<file path="src/rtl/irq_cap_pkg.sv">
package irq_cap_pkg;

   typedef enum logic {
      TRIG_LEVEL = 1'b0,
      TRIG_RISE  = 1'b1
   } trig_e;

   localparam int SYNC_MIN = 2;
   localparam int SYNC_MAX = 4;
   localparam int CH_MAX   = 1024;

endpackage

</file>
<file path="src/rtl/irq_sync_chain.sv">
module irq_sync_chain #(
   parameter int               WIDTH   = 1,
   parameter int               STAGES  = 2,
   parameter logic [WIDTH-1:0] RST_VAL = '0
) (
   input  logic             clk,
   input  logic             rst_n,
   input  logic [WIDTH-1:0] d_async,
   output logic [WIDTH-1:0] q_sync
);

   localparam int LAST = STAGES - 1;

   if (STAGES < 2) begin : g_bad_stages
      $error("irq_sync_chain: STAGES must be at least 2");
   end
   if (WIDTH < 1) begin : g_bad_width
      $error("irq_sync_chain: WIDTH must be at least 1");
   end

   // stage 0 samples the raw line; stage LAST is the usable output
   logic [STAGES-1:0][WIDTH-1:0] chain_q;

   always_ff @(posedge clk) begin
      if (!rst_n) begin
         chain_q <= {STAGES{RST_VAL}};
      end else begin
         chain_q <= {chain_q[STAGES-2:0], d_async};
      end
   end

   assign q_sync = chain_q[LAST];

endmodule

</file>
<file path="src/rtl/irq_edge_det.sv">
module irq_edge_det (
   input  logic clk,
   input  logic rst_n,
   input  logic lvl,
   output logic prev,
   output logic rise
);

   always_ff @(posedge clk) begin
      if (!rst_n) begin
         prev <= 1'b0;
      end else begin
         prev <= lvl;
      end
   end

   assign rise = lvl & ~prev;

endmodule

</file>
<file path="src/rtl/irq_req_bit.sv">
module irq_req_bit
   import irq_cap_pkg::*;
(
   input  logic  clk,
   input  logic  rst_n,
   input  trig_e trig,
   input  logic  lvl,
   input  logic  rise,
   input  logic  clr,
   output logic  req
);

   logic req_d;

   always_comb begin
      unique case (trig)
         TRIG_RISE:  req_d = req | rise;
         TRIG_LEVEL: req_d = lvl;
         default:    req_d = 1'b0;
      endcase
      if (clr) begin
         req_d = 1'b0;
      end
   end

   always_ff @(posedge clk) begin
      if (!rst_n) begin
         req <= 1'b0;
      end else begin
         req <= req_d;
      end
   end

endmodule

</file>
<file path="src/rtl/irq_capture.sv">
module irq_capture
   import irq_cap_pkg::*;
#(
   parameter int NUM_CH      = 8,
   parameter int SYNC_STAGES = 2
) (
   input  logic              clk,
   input  logic              rst_n,
   input  logic [NUM_CH-1:0] irq_async_i,
   input  logic [NUM_CH-1:0] trig_edge_i,
   input  logic [NUM_CH-1:0] ack_clr_i,
   input  logic              glob_en_i,
   input  logic              dbg_ack_async_i,
   output logic [NUM_CH-1:0] irq_req_o,
   output logic              dbg_ack_sync_o,
   output logic              glob_en_eff_o
);

   if (NUM_CH < 1 || NUM_CH > CH_MAX) begin : g_bad_ch
      $error("irq_capture: NUM_CH out of range");
   end
   if (SYNC_STAGES < SYNC_MIN || SYNC_STAGES > SYNC_MAX) begin : g_bad_sync
      $error("irq_capture: SYNC_STAGES out of range");
   end

   logic [NUM_CH-1:0] irq_sync;
   logic [NUM_CH-1:0] irq_prev;
   logic [NUM_CH-1:0] irq_rise;

   irq_sync_chain #(
      .WIDTH   (NUM_CH),
      .STAGES  (SYNC_STAGES),
      .RST_VAL ('0)
   ) u_irq_sync (
      .clk     (clk),
      .rst_n   (rst_n),
      .d_async (irq_async_i),
      .q_sync  (irq_sync)
   );

   irq_sync_chain #(
      .WIDTH   (1),
      .STAGES  (SYNC_STAGES),
      .RST_VAL (1'b0)
   ) u_dbg_sync (
      .clk     (clk),
      .rst_n   (rst_n),
      .d_async (dbg_ack_async_i),
      .q_sync  (dbg_ack_sync_o)
   );

   for (genvar ch = 0; ch < NUM_CH; ch++) begin : g_ch
      irq_edge_det u_edge (
         .clk   (clk),
         .rst_n (rst_n),
         .lvl   (irq_sync[ch]),
         .prev  (irq_prev[ch]),
         .rise  (irq_rise[ch])
      );

      irq_req_bit u_req (
         .clk   (clk),
         .rst_n (rst_n),
         .trig  (trig_e'(trig_edge_i[ch])),
         .lvl   (irq_sync[ch]),
         .rise  (irq_rise[ch]),
         .clr   (ack_clr_i[ch]),
         .req   (irq_req_o[ch])
      );
   end

   // debug acknowledge masks the controller's global enable
   assign glob_en_eff_o = glob_en_i & ~dbg_ack_sync_o;

endmodule

</file>
<file path="config.mk">
export PLATFORM = sky130hd
export DESIGN_NAME = irq_capture
export DESIGN_NICKNAME = d
export VERILOG_FILES = /design/src/rtl/irq_cap_pkg.sv /design/src/rtl/irq_sync_chain.sv /design/src/rtl/irq_edge_det.sv /design/src/rtl/irq_req_bit.sv /design/src/rtl/irq_capture.sv
export SDC_FILE = /design/constraint.sdc
export NUM_CORES = 1
export LEC_CHECK = 0
export BUFFER_PORTS_ARGS = -buffer_cell sky130_fd_sc_hd__buf_4
export CORE_MARGIN = 2
export CORE_UTILIZATION = 40
export DETAILED_ROUTE_END_ITERATION = 12
export MAX_ROUTING_LAYER = met4
export PLACE_DENSITY_LB_ADDON = 0.3
export SETUP_SLACK_MARGIN = 0.15
export SYNTH_ARGS = -nofsm -noshare
export SYNTH_HDL_FRONTEND = slang
export SYNTH_HIERARCHICAL = 1
export SYNTH_SLANG_ARGS = --single-unit
</file>
<file path="constraint.sdc">
create_clock -name clk -period 1 [get_ports clk]
set_input_delay 0.2 -clock clk [delete_from_list [all_inputs] [get_ports clk]]
set_output_delay 0.2 -clock clk [all_outputs]
set_load 0.005 [all_outputs]
</file>
Word-level counts from Yosys, hierarchy flattened
Cells that the tools add are included.
Word-level totals
  bits in registers: 34
  bits in writable memories: 0
  output and inout bits: 10
  bits of input ports: 28
  bits in read-only memories: 0
  memories: 0
  bits in latches: 0
  word-level logic and storage cells: 71
Operators by class
  div/mod/pow operators: 0
  shift operators: 0
  mux-type cells: 8
  bitwise gates (word level): 35
  order comparisons: 0
  equality and inequality tests: 0
  multiply operators: 0
  add/sub/neg operators: 0
  reductions and logical operators: 8
Operator list (count)
  1-bit inverter: 18
  1-bit one-hot mux with 2 select lines: 8
  2-bit OR reduction: 8
  1-bit AND: 9
  1-bit OR: 8

Logic depth before layout (Yosys ltp)
Gate-level depths: netlist of run 1.
  word-level depth: 4
  depth in mapped cells: 4

Cells and area by module
The synthesis of run 1 kept the hierarchy.
Modules (own cells, without submodules)
  irq_sync_chain (u_irq_sync): times used 1, cells each 41, area each 506.7 µm²
  irq_req_bit: times used 8, cells each 5, area each 46.3 µm²
  irq_edge_det: times used 8, cells each 3, area each 40.0 µm²
  irq_sync_chain (u_dbg_sync): times used 1, cells each 4, area each 52.6 µm²
  irq_capture: times used 1, cells each 1, area each 13.8 µm²

Worst setup path after synthesis of run 1
Ideal clock, no wire load.
  path type: reg-to-reg
  start: register u_irq_sync.chain_q (netlist bit u_irq_sync/q_sync[0])
  end: register g_ch[0].u_req.req
  cell stages (with the launch flop): 5
  data arrival time: 0.855 ns
  setup slack: 0.042 ns
  required time: 0.897 ns
  library setup time: 0.103 ns
  path through: dfxtp_1 buf_4 nor2b_4 nor2_1 a2111oi_2
Between the ends
  longest elaborated chain between the ends: 3
Ends and longest elaborated chain
  start, declared: RTL line irq_sync_chain.sv:22  | logic [STAGES-1:0][WIDTH-1:0] chain_q;
  start signal, assigned: RTL line irq_sync_chain.sv:26  | chain_q <= {STAGES{RST_VAL}};
  start signal, assigned: RTL line irq_sync_chain.sv:28  | chain_q <= {chain_q[STAGES-2:0], d_async};
  1-bit AND: RTL line irq_edge_det.sv:17  | assign rise = lvl & ~prev;
  named net irq_rise[0]: RTL line irq_capture.sv:28  | logic [NUM_CH-1:0] irq_rise;
  1-bit OR: RTL line irq_req_bit.sv:17  | TRIG_RISE: req_d = req | rise;
  1-bit one-hot mux with 2 select lines: RTL line irq_req_bit.sv:16  | unique case (trig)
  end signal, assigned: RTL line irq_req_bit.sv:30  | req <= req_d;
  end, declared: RTL line irq_req_bit.sv:10  | output logic req
The timed path passes the listed nets, and every way through them passes these cells.
A chain may end at the register's enable or synchronous reset.

Worst setup path after layout of run 1
  start: register u_dbg_sync.chain_q (netlist bit u_dbg_sync/q_sync)
  end: output glob_en_eff_o
Between the ends
  longest elaborated chain between the ends: 2
Ends and longest elaborated chain
  start, declared: RTL line irq_sync_chain.sv:22
  start signal, assigned: RTL line irq_sync_chain.sv:26
  start signal, assigned: RTL line irq_sync_chain.sv:28
  1-bit inverter: RTL line irq_capture.sv:73  | assign glob_en_eff_o = glob_en_i & ~dbg_ack_sync_o;
  1-bit AND: RTL line irq_capture.sv:73
  end, declared: RTL line irq_capture.sv:16  | output logic glob_en_eff_o
Every way passes these cells.

==> results of run 1 <==
power by group through the flow:
stage | sequential (uW) | clock, uW | combinational [uW]
6_report | 1440 | 1230 | 311
3_5_place_dp | 1470 | 0 | 250
3_3_place_gp | 1470 | 0 | 241
5_1_grt | 1450 | 1320 | 339
4_1_cts | 1440 | 1270 | 283
2_1_floorplan | 1460 | 0 | 137
repair_timing:
action	in CTS	in global routing
hold buffers	2	2
resized for setup	26	5
endpoints found under the setup margin	18	18
setup buffers	7	1
endpoints found under the hold margin	3	2
placed cells by master, fill, tap and decap left out, drive strengths merged:
| master | netlist | final |
|---|---|---|
| nor2b | 9 | 9 |
| a2111oi | 8 | 8 |
| dlygate4sd3 | 0 | 4 |
| clkinv | 0 | 1 |
| bufinv | 0 | 2 |
| and2 | 26 | 26 |
| dfxtp | 34 | 34 |
| buf | 9 | 45 |
| nor2 | 16 | 16 |
| clkbuf | 0 | 5 |
| inv | 8 | 8 |
final cells by class:
type | count | area (um2) | area share, %
Tap cell | 44 | 55.05 | 2.969
Multi-Input combinational cell | 59 | 549.3 | 29.62
Clock inverter | 3 | 68.82 | 3.711
Clock buffer | 5 | 37.54 | 2.024
Inverter | 8 | 30.03 | 1.619
Sequential cell | 34 | 701.9 | 37.85
Timing Repair Buffer | 49 | 411.6 | 22.20
metrics by stage:
stage	cell area (um2)	setup TNS (ns)	instances	utilization [%]	total power, uW
after CTS	1779	-0.08263	199	58.76	2992
after detailed placement	1545	0	182	51.03	1718
after global placement	1545	0	182	51.03	1708
final	1854	-0.05336	202	61.24	2984
after global routing	1854	-0.1777	202	61.24	3115
after floorplan	1284	0	110	-	1599
routing by layer:
layer / up-vias / wire [um] / part of all wire [%]
met2: 20 / 1018 / 53
met3: 2 / 83 / 4.3
met1: 378 / 802 / 42
met4: 0 / 25 / 1.3
li1: 434 / - / -
met5: - / 0 / 0
registers in the layout (all words and copies together), names as in the netlist:
signal and cells:
u_dbg_sync/q_sync 1, g_ch.u_req/req 8, u_irq_sync/chain_q 8, u_dbg_sync/chain_q 1, u_irq_sync/q_sync 8, g_ch.u_edge/prev 8
final timing paths:
path	start	slack, ns	cells past startpoint	to
worst max-delay path	u_dbg_sync/q_sync	-0.05	2	glob_en_eff_o
worst min register to register	u_dbg_sync/chain_q[0]	0.45	1	u_dbg_sync/q_sync
worst min-delay path	ack_clr_i[1]	0.02	2	g_ch[1].u_req/req
worst max register to register	u_irq_sync/q_sync[3]	0.07	3	g_ch[3].u_req/req
worst reg2reg max path: stages (launching register included):
cell       delay, ns
dfxtp_2         0.36
nor2b_4         0.16
nor2_4          0.04
a2111oi_4       0.28
kinds of logic (layout without fill, tap and decap cells):
logic type / count (synthesis) / count (layout) / synth area share (%)
compound gates: 8 / 8 / 9.505
flops: 34 / 34 / 53.86
buf+inv: 17 / 65 / 8.020
simple gates: 51 / 51 / 28.61
==> flow_summary.yaml, run 1 <==
logic_synthesis:
  postSynthAreaPerCell_um2: 11.49
  synth_nets: 138
  ys_ff_latch: 34
  synth_enable_flop_cells: 0
  synth.largest_area_cell: "dfxtp_1"
  yosysMostFrequentCell: "dfxtp_1"
  synth.area.top_cells: "dfxtp_1 54%, nor2b_4 9.8%, a2111oi_2 9.5%"
  netlist_area_mm2: 0.001264
  synth_common_cells: "34 x dfxtp_1, 16 x nor2_1, 14 x and2_1, 12 x and2_2, 9 x nor2b_4"
  synth_sequential_area_ratio_pct: 53.86
  post_synth_num_cell_types: 9
  yosys.area.top_type_share_pct: 53.86
  postSynth.topFlopCell: "dfxtp_1"
  postSynth.asyncResetShare_pct: 0
  netlist_instances: 110
  yosys_warnings: 6
run_status:
  failed_checks: "setup timing"
  status: "complete, but fails checks"
power:
  power.internal_uw: 2396
  net-switching-power_uw: 588.5
  power.share.combinational_pct: 10.4
  power.share.clock_pct: 41.3
  sw_frac_of_total_pct: 19.72
  power_per_cell_area_mw_per_mm2: 1610
  leakage_uw: 0.0008111
  ir_drop_v: 0.001498
  power.share.sequential_pct: 48.3
timing:
  worst_slew_margin_rel_pct: 83.23
  final-setup-viol-count: 1
  max_slew.worst_pin.slew_ns: 0.2511
  fin_crit_sh_pct: 105.3
  drv_slew: 0
  rsz_0062_raised_after_global_routing: "yes"
  setup_slack_ns: -0.05336
  hold_slack_ns: 0.02451
  min_cycle_time_layout_ns: 1.053
  worst_clock_skew_ns: 0.01167
  timing_hold_violations_final: 0
  max_freq_mhz: 949.3
route:
  route.antenna.remaining_nets: 0
  route.detailed.vias_per_inst: 4.129
  first_pass_iters: 3
  wl_um: 1930
  detailroute.via_count: 834
  post-route-drc-count: 0
  avgRoutedWirePerCell_um: 9.554
  number_of_drc_markers_after_the_initial_detailed_route_iteration: 16
placed_design:
  hpwl_after_detailed_placement_um: 1264
  globalplace.congestion: 0.5671
  pre_cts_ws_ns: 0.006032
  placement.io_buffers: 37
cts:
  cts.sinks: 34
  tritoncts.num_buffers: 5
  clkSlewWorstSetupHoldPaths_ns: 0.10
  clock_tree.buffer_depth: 2
  cts_max_level: 2
  tritoncts: "built"
  clkLatencyLatePin_ns: 0.32
  clock-root-buffer: "clkbuf_4"
global_route:
  gr-usage-all-layers_pct: 11.69
  grt_start_max_net_pins: 35
  initial_antenna_violation_count: 0
  grt_use_met3_pct: 3.896
  grt_first_pass_wirelength_um: 3015
  grt_pass1_vias: 758
  globalRouteOverflowTotal: 0
  grtUsageMet2_pct: 18.79
  busiest_layer: "met2"
  grt_use_met1_pct: 12.52
flow_run:
  timing.max_cap.violations: 0
final_layout:
  num_antenna_cells: 0
  final.fill_count: 244
  layout-drive-gt1-share_pct: 67.72
  final_nets: 185
  layout-area-overhead-vs-synth_pct: 46.73
critical_path:
  required_ns: 0.80
  critical_path.top_delay_family: "flip-flops"
  timing.critical_path.slowest_cell_delay_ns: 0.35
  crit_path_end_kind: "output pin"
  timing.critical_path.fanout_max: 2
  critical_path_buf_inv_count: 1
  arrival_ns: 0.85
  worst_setup_path_start_kind: "flip-flop"
  setup.worst_path.class: "reg2out"
  critPathSlowestCell: "dfxtp_2"
  path_cells: "nor2b_4, buf_6"
floorplan:
  initial_utilization_pct: 41.74
  io_pins: 38
  core_area_mm2: 0.003028
  floorplan.die_area_mm2: 0.003625
  die_span_x_um: 60.21
  dieHeight_um: 60.21
  core.rowCount: 20
worst_hold_path:
  min-delay-path-class: "in2reg"
No activity file was read; power rests on OpenSTA's default activity.
==> inputs of run 2 (changes only) <==
--- a/config.mk
+++ b/config.mk
@@ -6,11 +6,13 @@
 export NUM_CORES = 1
 export LEC_CHECK = 0
 export BUFFER_PORTS_ARGS = -buffer_cell sky130_fd_sc_hd__buf_4
+export CAP_MARGIN = 20
 export CORE_MARGIN = 2
 export CORE_UTILIZATION = 40
 export DETAILED_ROUTE_END_ITERATION = 12
 export MAX_ROUTING_LAYER = met4
 export PLACE_DENSITY_LB_ADDON = 0.3
+export REMOVE_ABC_BUFFERS = 1
 export SETUP_SLACK_MARGIN = 0.15
 export SYNTH_ARGS = -nofsm -noshare
 export SYNTH_HDL_FRONTEND = slang
==> run 2 against run 1 <==
  * The flow still finishes with violations (setup timing)
  * Wire length up 5.4%
  * Global-route usage up 0.70 points
  * Via count up 2.2%
  * Die area unchanged
  * Flip-flop and latch count unchanged
  * Utilization down 0.50 points
  * Critical path type unchanged
  * Largest cell class unchanged
==> flow_summary.yaml, run 2 (same netlist as run 1, synthesis figures left out) <==
run_status:
  status: "complete, but fails checks"
  failed_checks: "setup timing"
timing:
  rsz_0062_raised_after_global_routing: "yes"
  worst_clock_skew_ns: 0.004230
  worst_slew_margin_rel_pct: 83.21
  final-setup-viol-count: 1
  timing_hold_violations_final: 0
  fin_crit_sh_pct: 105.9
  hold_slack_ns: 0.03961
  drv_slew: 0
  max_slew.worst_pin.slew_ns: 0.2519
  min_cycle_time_layout_ns: 1.059
  setup_slack_ns: -0.05898
  max_freq_mhz: 944.3
route:
  post-route-drc-count: 0
  first_pass_iters: 4
  avgRoutedWirePerCell_um: 9.826
  wl_um: 2034
  detailroute.via_count: 852
  route.detailed.vias_per_inst: 4.116
  number_of_drc_markers_after_the_initial_detailed_route_iteration: 5
  route.antenna.remaining_nets: 0
cts:
  cts_max_level: 2
  clkSlewWorstSetupHoldPaths_ns: 0.10
  cts.sinks: 34
  clock_tree.buffer_depth: 2
  tritoncts: "built"
  clock-root-buffer: "clkbuf_4"
  tritoncts.num_buffers: 5
  clkLatencyLatePin_ns: 0.33
global_route:
  grt_pass1_vias: 771
  grt_first_pass_wirelength_um: 3098
  gr-usage-all-layers_pct: 12.40
  grt_start_max_net_pins: 35
  initial_antenna_violation_count: 0
  globalRouteOverflowTotal: 0
critical_path:
  arrival_ns: 0.86
  worst_setup_path_start_kind: "flip-flop"
  setup.worst_path.class: "reg2out"
  required_ns: 0.80
  timing.critical_path.fanout_max: 2
  crit_path_end_kind: "output pin"
placed_design:
  globalplace.congestion: 0.6010
  placedInstanceArea_mm2: 0.001525
  placement.io_buffers: 37
  pre_cts_ws_ns: 0.02999
  hpwl_after_detailed_placement_um: 1203
floorplan:
  core_area_mm2: 0.003028
  floorplan.die_area_mm2: 0.003625
  dieHeight_um: 60.21
  io_pins: 38
  initial_utilization_pct: 41.74
  die_span_x_um: 60.21
  core.rowCount: 20
final_layout:
  final-seq-area_um2: 701.9
  mostFrequentLayoutCells: "33 x buf_4, 17 x dfxtp_1, 17 x dfxtp_2, 14 x and2_1, 13 x buf_6"
  multi_input_comb_area_um2: 499.2
  final_nets: 190
  final.fill_count: 266
  layout.cells.most_common: "buf_4"
  num_antenna_cells: 0
  final_area_mm2: 0.001839
  layout-area-overhead-vs-synth_pct: 45.54
  layout-drive-gt1-share_pct: 65.64
power:
  net-switching-power_uw: 558.8
  power.internal_uw: 2101
  power_per_cell_area_mw_per_mm2: 1446
  power.share.sequential_pct: 54.3
  sw_frac_of_total_pct: 21.01
  power.share.combinational_pct: 11.5
  leakage_uw: 0.0008188
  ir_drop_v: 0.0008222
  power.share.clock_pct: 34.2
worst_hold_path:
  min-delay-path-class: "in2reg"
flow_run:
  timing.max_cap.violations: 0
## run 2: what timing repair did
action                                  in CTS  in global routing
hold buffers                                 7                  1
resized for setup                           37                  0
endpoints found under the hold margin        7                  1
endpoints found under the setup margin      18                 18
buffers inserted                             5                  4
pin swaps                                   13                  0
## run 2: worst paths after layout
check / slack, ns / end / startpoint / cells past startpoint
setup reg to reg: 0.09 / g_ch[5].u_req/req / u_irq_sync/q_sync[5] / 3
hold reg to reg: 0.44 / u_dbg_sync/q_sync / u_dbg_sync/chain_q[0] / 1
hold / removal: 0.04 / g_ch[1].u_req/req / trig_edge_i[1] / 2
setup / recovery: -0.06 / glob_en_eff_o / u_dbg_sync/q_sync / 2
## run 2: metal layers
layer	GRT usage [%]	vias to the layer above	part of all wire, %
met5	-	-	0
met4	9.524	0	2.9
met3	4.113	8	6.1
met2	19.57	32	47
met1	12.55	369	44
li1	-	443	-
## run 2: critical path: stages, from the launching register on
cell,delay (ns)
dfxtp_2,0.34
nor2b_4,0.10
buf_6,0.09
## run 2: layout make-up
cell class,count,share of cell area (%)
clock buffer,8,4.286
inverter,8,1.633
multi-input combinational,59,27.14
sequential,34,38.16
tap,44,2.993
timing repair buffer,54,25.78
## run 2: through the flow
stage | cells | TNS (ns) | total power [uW] | util [%]
4_1_cts | 202 | -0.09988 | 2694 | 59.42
3_5_place_dp | 182 | 0 | 1710 | 50.37
3_3_place_gp | 182 | 0 | 1700 | 50.37
6_report | 207 | -0.05898 | 2660 | 60.74
2_1_floorplan | 101 | 0 | 1566 | -
5_1_grt | 207 | -0.2395 | 2793 | 60.74
## run 2: power groups by stage
| stage | registers, uW | clock network, uW | logic, uW |
|---|---|---|---|
| 2_1_floorplan | 1460 | 0 | 103 |
| 3_3_place_gp | 1460 | 0 | 235 |
| 3_5_place_dp | 1470 | 0 | 243 |
| 4_1_cts | 1440 | 952 | 297 |
| 5_1_grt | 1450 | 1010 | 334 |
| 6_report | 1440 | 909 | 307 |
==> inputs of run 3 (changes only) <==
--- a/config.mk
+++ b/config.mk
@@ -5,6 +5,7 @@
 export SDC_FILE = /design/constraint.sdc
 export NUM_CORES = 1
 export LEC_CHECK = 0
+export ABC_CLOCK_PERIOD_IN_PS = 1000
 export BUFFER_PORTS_ARGS = -buffer_cell sky130_fd_sc_hd__buf_4
 export CAP_MARGIN = 20
 export CORE_MARGIN = 2
==> constraint.sdc (replaced) <==
create_clock -name clk -period 1 [get_ports clk]
set_input_delay 0.2 -clock clk [delete_from_list [all_inputs] [get_ports clk]]
set_output_delay 0.2 -clock clk [all_outputs]
set_load 0.05 [all_outputs]
==> run 3 against run 2 <==
  * The flow still finishes with violations (setup timing)
  * Global-route usage hardly changed
  * Combinational power is 25% higher
  * Non-clock buffer count stayed put
  * Die area stayed put
  * Critical path depth stayed put
  * Final cell count stayed put
  * Fmax is 5.4% lower
  * Hold slack hardly changed
==> flow_summary.yaml, run 3 (same netlist as run 1, synthesis figures left out) <==
placed_design:
  placement.io_buffers: 37
  pre_cts_ws_ns: 0.02999
  globalplace.congestion: 0.6010
  dp.cells: 182
  hpwl_after_detailed_placement_um: 1203
  placedInstanceArea_mm2: 0.001525
route:
  met1_length_um: 874
  topRoutingLayerUsed: "met4"
  post-route-drc-count: 0
  route.antenna.remaining_nets: 0
  detailroute.via_count: 857
  wl_um: 2063
  wl_met2_um: 1001
  met3_length_um: 127
  first_pass_iters: 4
  avgRoutedWirePerCell_um: 9.966
  number_of_drc_markers_after_the_initial_detailed_route_iteration: 6
  route.detailed.vias_per_inst: 4.140
timing:
  fin_crit_sh_pct: 112.0
  final-setup-viol-count: 10
  worst_clock_skew_ns: 0.004876
  hold_slack_ns: 0.03926
  drv_slew: 0
  min_cycle_time_layout_ns: 1.120
  timing_hold_violations_final: 0
  setup_slack_ns: -0.1200
  max_slew.worst_pin.slew_ns: 0.2486
  worst_slew_margin_rel_pct: 83.40
  rsz_0062_raised_after_global_routing: "yes"
  max_freq_mhz: 892.8
final_layout:
  num_antenna_cells: 0
  layout-area-overhead-vs-synth_pct: 49.41
  final_nets: 190
  layout.cells.most_common: "buf_4"
  layout-drive-gt1-share_pct: 64.42
  post_layout_nonfiller_instances: 207
  final_area_mm2: 0.001888
  mostFrequentLayoutCells: "32 x buf_4, 17 x dfxtp_1, 17 x dfxtp_2, 14 x and2_1, 12 x and2_2"
global_route:
  grt_pass1_vias: 770
  grt_first_pass_wirelength_um: 3084
  initial_antenna_violation_count: 0
  gr-usage-all-layers_pct: 12.35
  globalRouteOverflowTotal: 0
  grt_start_max_net_pins: 35
critical_path:
  regToRegEndpoint: "g_ch[1].u_req/req"
  worst-r2r-setup-slack_ns: 0.09
  crit_path_end_kind: "output pin"
  timing.reg2reg.worst_path_depth: 3
  arrival_ns: 0.92
  regToRegStartpoint: "u_irq_sync/q_sync[1]"
  setup.worst_path.class: "reg2out"
  timing.critical_path.fanout_max: 2
  required_ns: 0.80
  worst_setup_path_start_kind: "flip-flop"
worst_hold_path:
  worstHoldEndpoint: "g_ch[6].u_req/req"
  min-delay-path-class: "in2reg"
  min_delay_path_depth: 2
  holdCritStartpoint: "trig_edge_i[6]"
cts:
  clock_tree.buffer_depth: 2
  clock-root-buffer: "clkbuf_4"
  tritoncts.num_buffers: 5
  tritoncts: "built"
  cts.sinks: 34
  cts_max_level: 2
  clkLatencyLatePin_ns: 0.33
  clkSlewWorstSetupHoldPaths_ns: 0.10
power:
  net-switching-power_uw: 623.9
  power.share.combinational_pct: 14.0
  leakage_uw: 0.0008388
  power.share.sequential_pct: 52.8
  ir_drop_v: 0.0008232
  power.share.clock_pct: 33.2
  power_per_cell_area_mw_per_mm2: 1452
  totalPowerFinal_uw: 2741
  power.internal_uw: 2117
  sw_frac_of_total_pct: 22.76
floorplan:
  floorplan.die_area_mm2: 0.003625
  core_area_mm2: 0.003028
  io_pins: 38
  core.rowCount: 20
  die_span_x_um: 60.21
  initial_utilization_pct: 41.74
  dieHeight_um: 60.21
flow_run:
  timing.max_cap.violations: 0
run_status:
  status: "complete, but fails checks"
  failed_checks: "setup timing"
## run 3: cell count changes in the layout (fill, tap and decap cells not counted), sizes merged
cell and delta:
dlymetal6s4s +1, dlygate4sd3 -1
## run 3: metrics by stage
| step | util, % | TNS (ns) |
|---|---|---|
| after floorplan | - | -1.170 |
| after global placement | 50.37 | 0 |
| after detailed placement | 50.37 | 0 |
| after CTS | 60.12 | -0.6601 |
| after global routing | 62.36 | -0.8438 |
| final | 62.36 | -0.4289 |
## run 3: worst max path at each step
stage | startpoint | to
floorplan | g_ch[0].u_req/req | g_ch[0].u_req/req
global placement | u_irq_sync/q_sync[6] | g_ch[6].u_req/req
detailed placement | u_irq_sync/q_sync[4] | g_ch[4].u_req/req
CTS | u_dbg_sync/q_sync | glob_en_eff_o
global route | u_dbg_sync/q_sync | glob_en_eff_o
finish | u_dbg_sync/q_sync | glob_en_eff_o
## run 3: what timing repair did
item	in CTS	in global routing
setup buffers	7	2
hold endpoints to repair	7	1
pin swaps	13	1
resized for setup	38	9
endpoints found under the setup margin	18	18
gates cloned	0	0
hold buffers	7	1
## run 3: power by group through the flow
| stage | clock network (uW) | logic, uW | registers [uW] |
|---|---|---|---|
| finish | 910 | 385 | 1450 |
| floorplan | 0 | 112 | 1510 |
| detailed placement | 0 | 302 | 1470 |
| global route | 1010 | 412 | 1450 |
| CTS | 952 | 363 | 1440 |
| global placement | 0 | 294 | 1460 |
## run 3: layout make-up
class | instances | area, um2
Timing Repair Buffer | 54 | 510.5
Clock buffer | 8 | 78.83
Inverter | 8 | 30.03
Fill cell | 250 | 1140
Multi-Input combinational cell | 59 | 511.7
Tap cell | 44 | 55.05
Sequential cell | 34 | 701.9
## run 3: worst max-delay path, cell delays in order, from the launching register on
cell	delay [ns]
dfxtp_2	0.34
nor2b_4	0.10
buf_6	0.16
## run 3: metal layers
metal,up-vias,global-route usage [%]
met5,-,-
met2,32,19.41
li1,444,-
met4,0,9.524
met3,8,4.113
met1,373,12.55
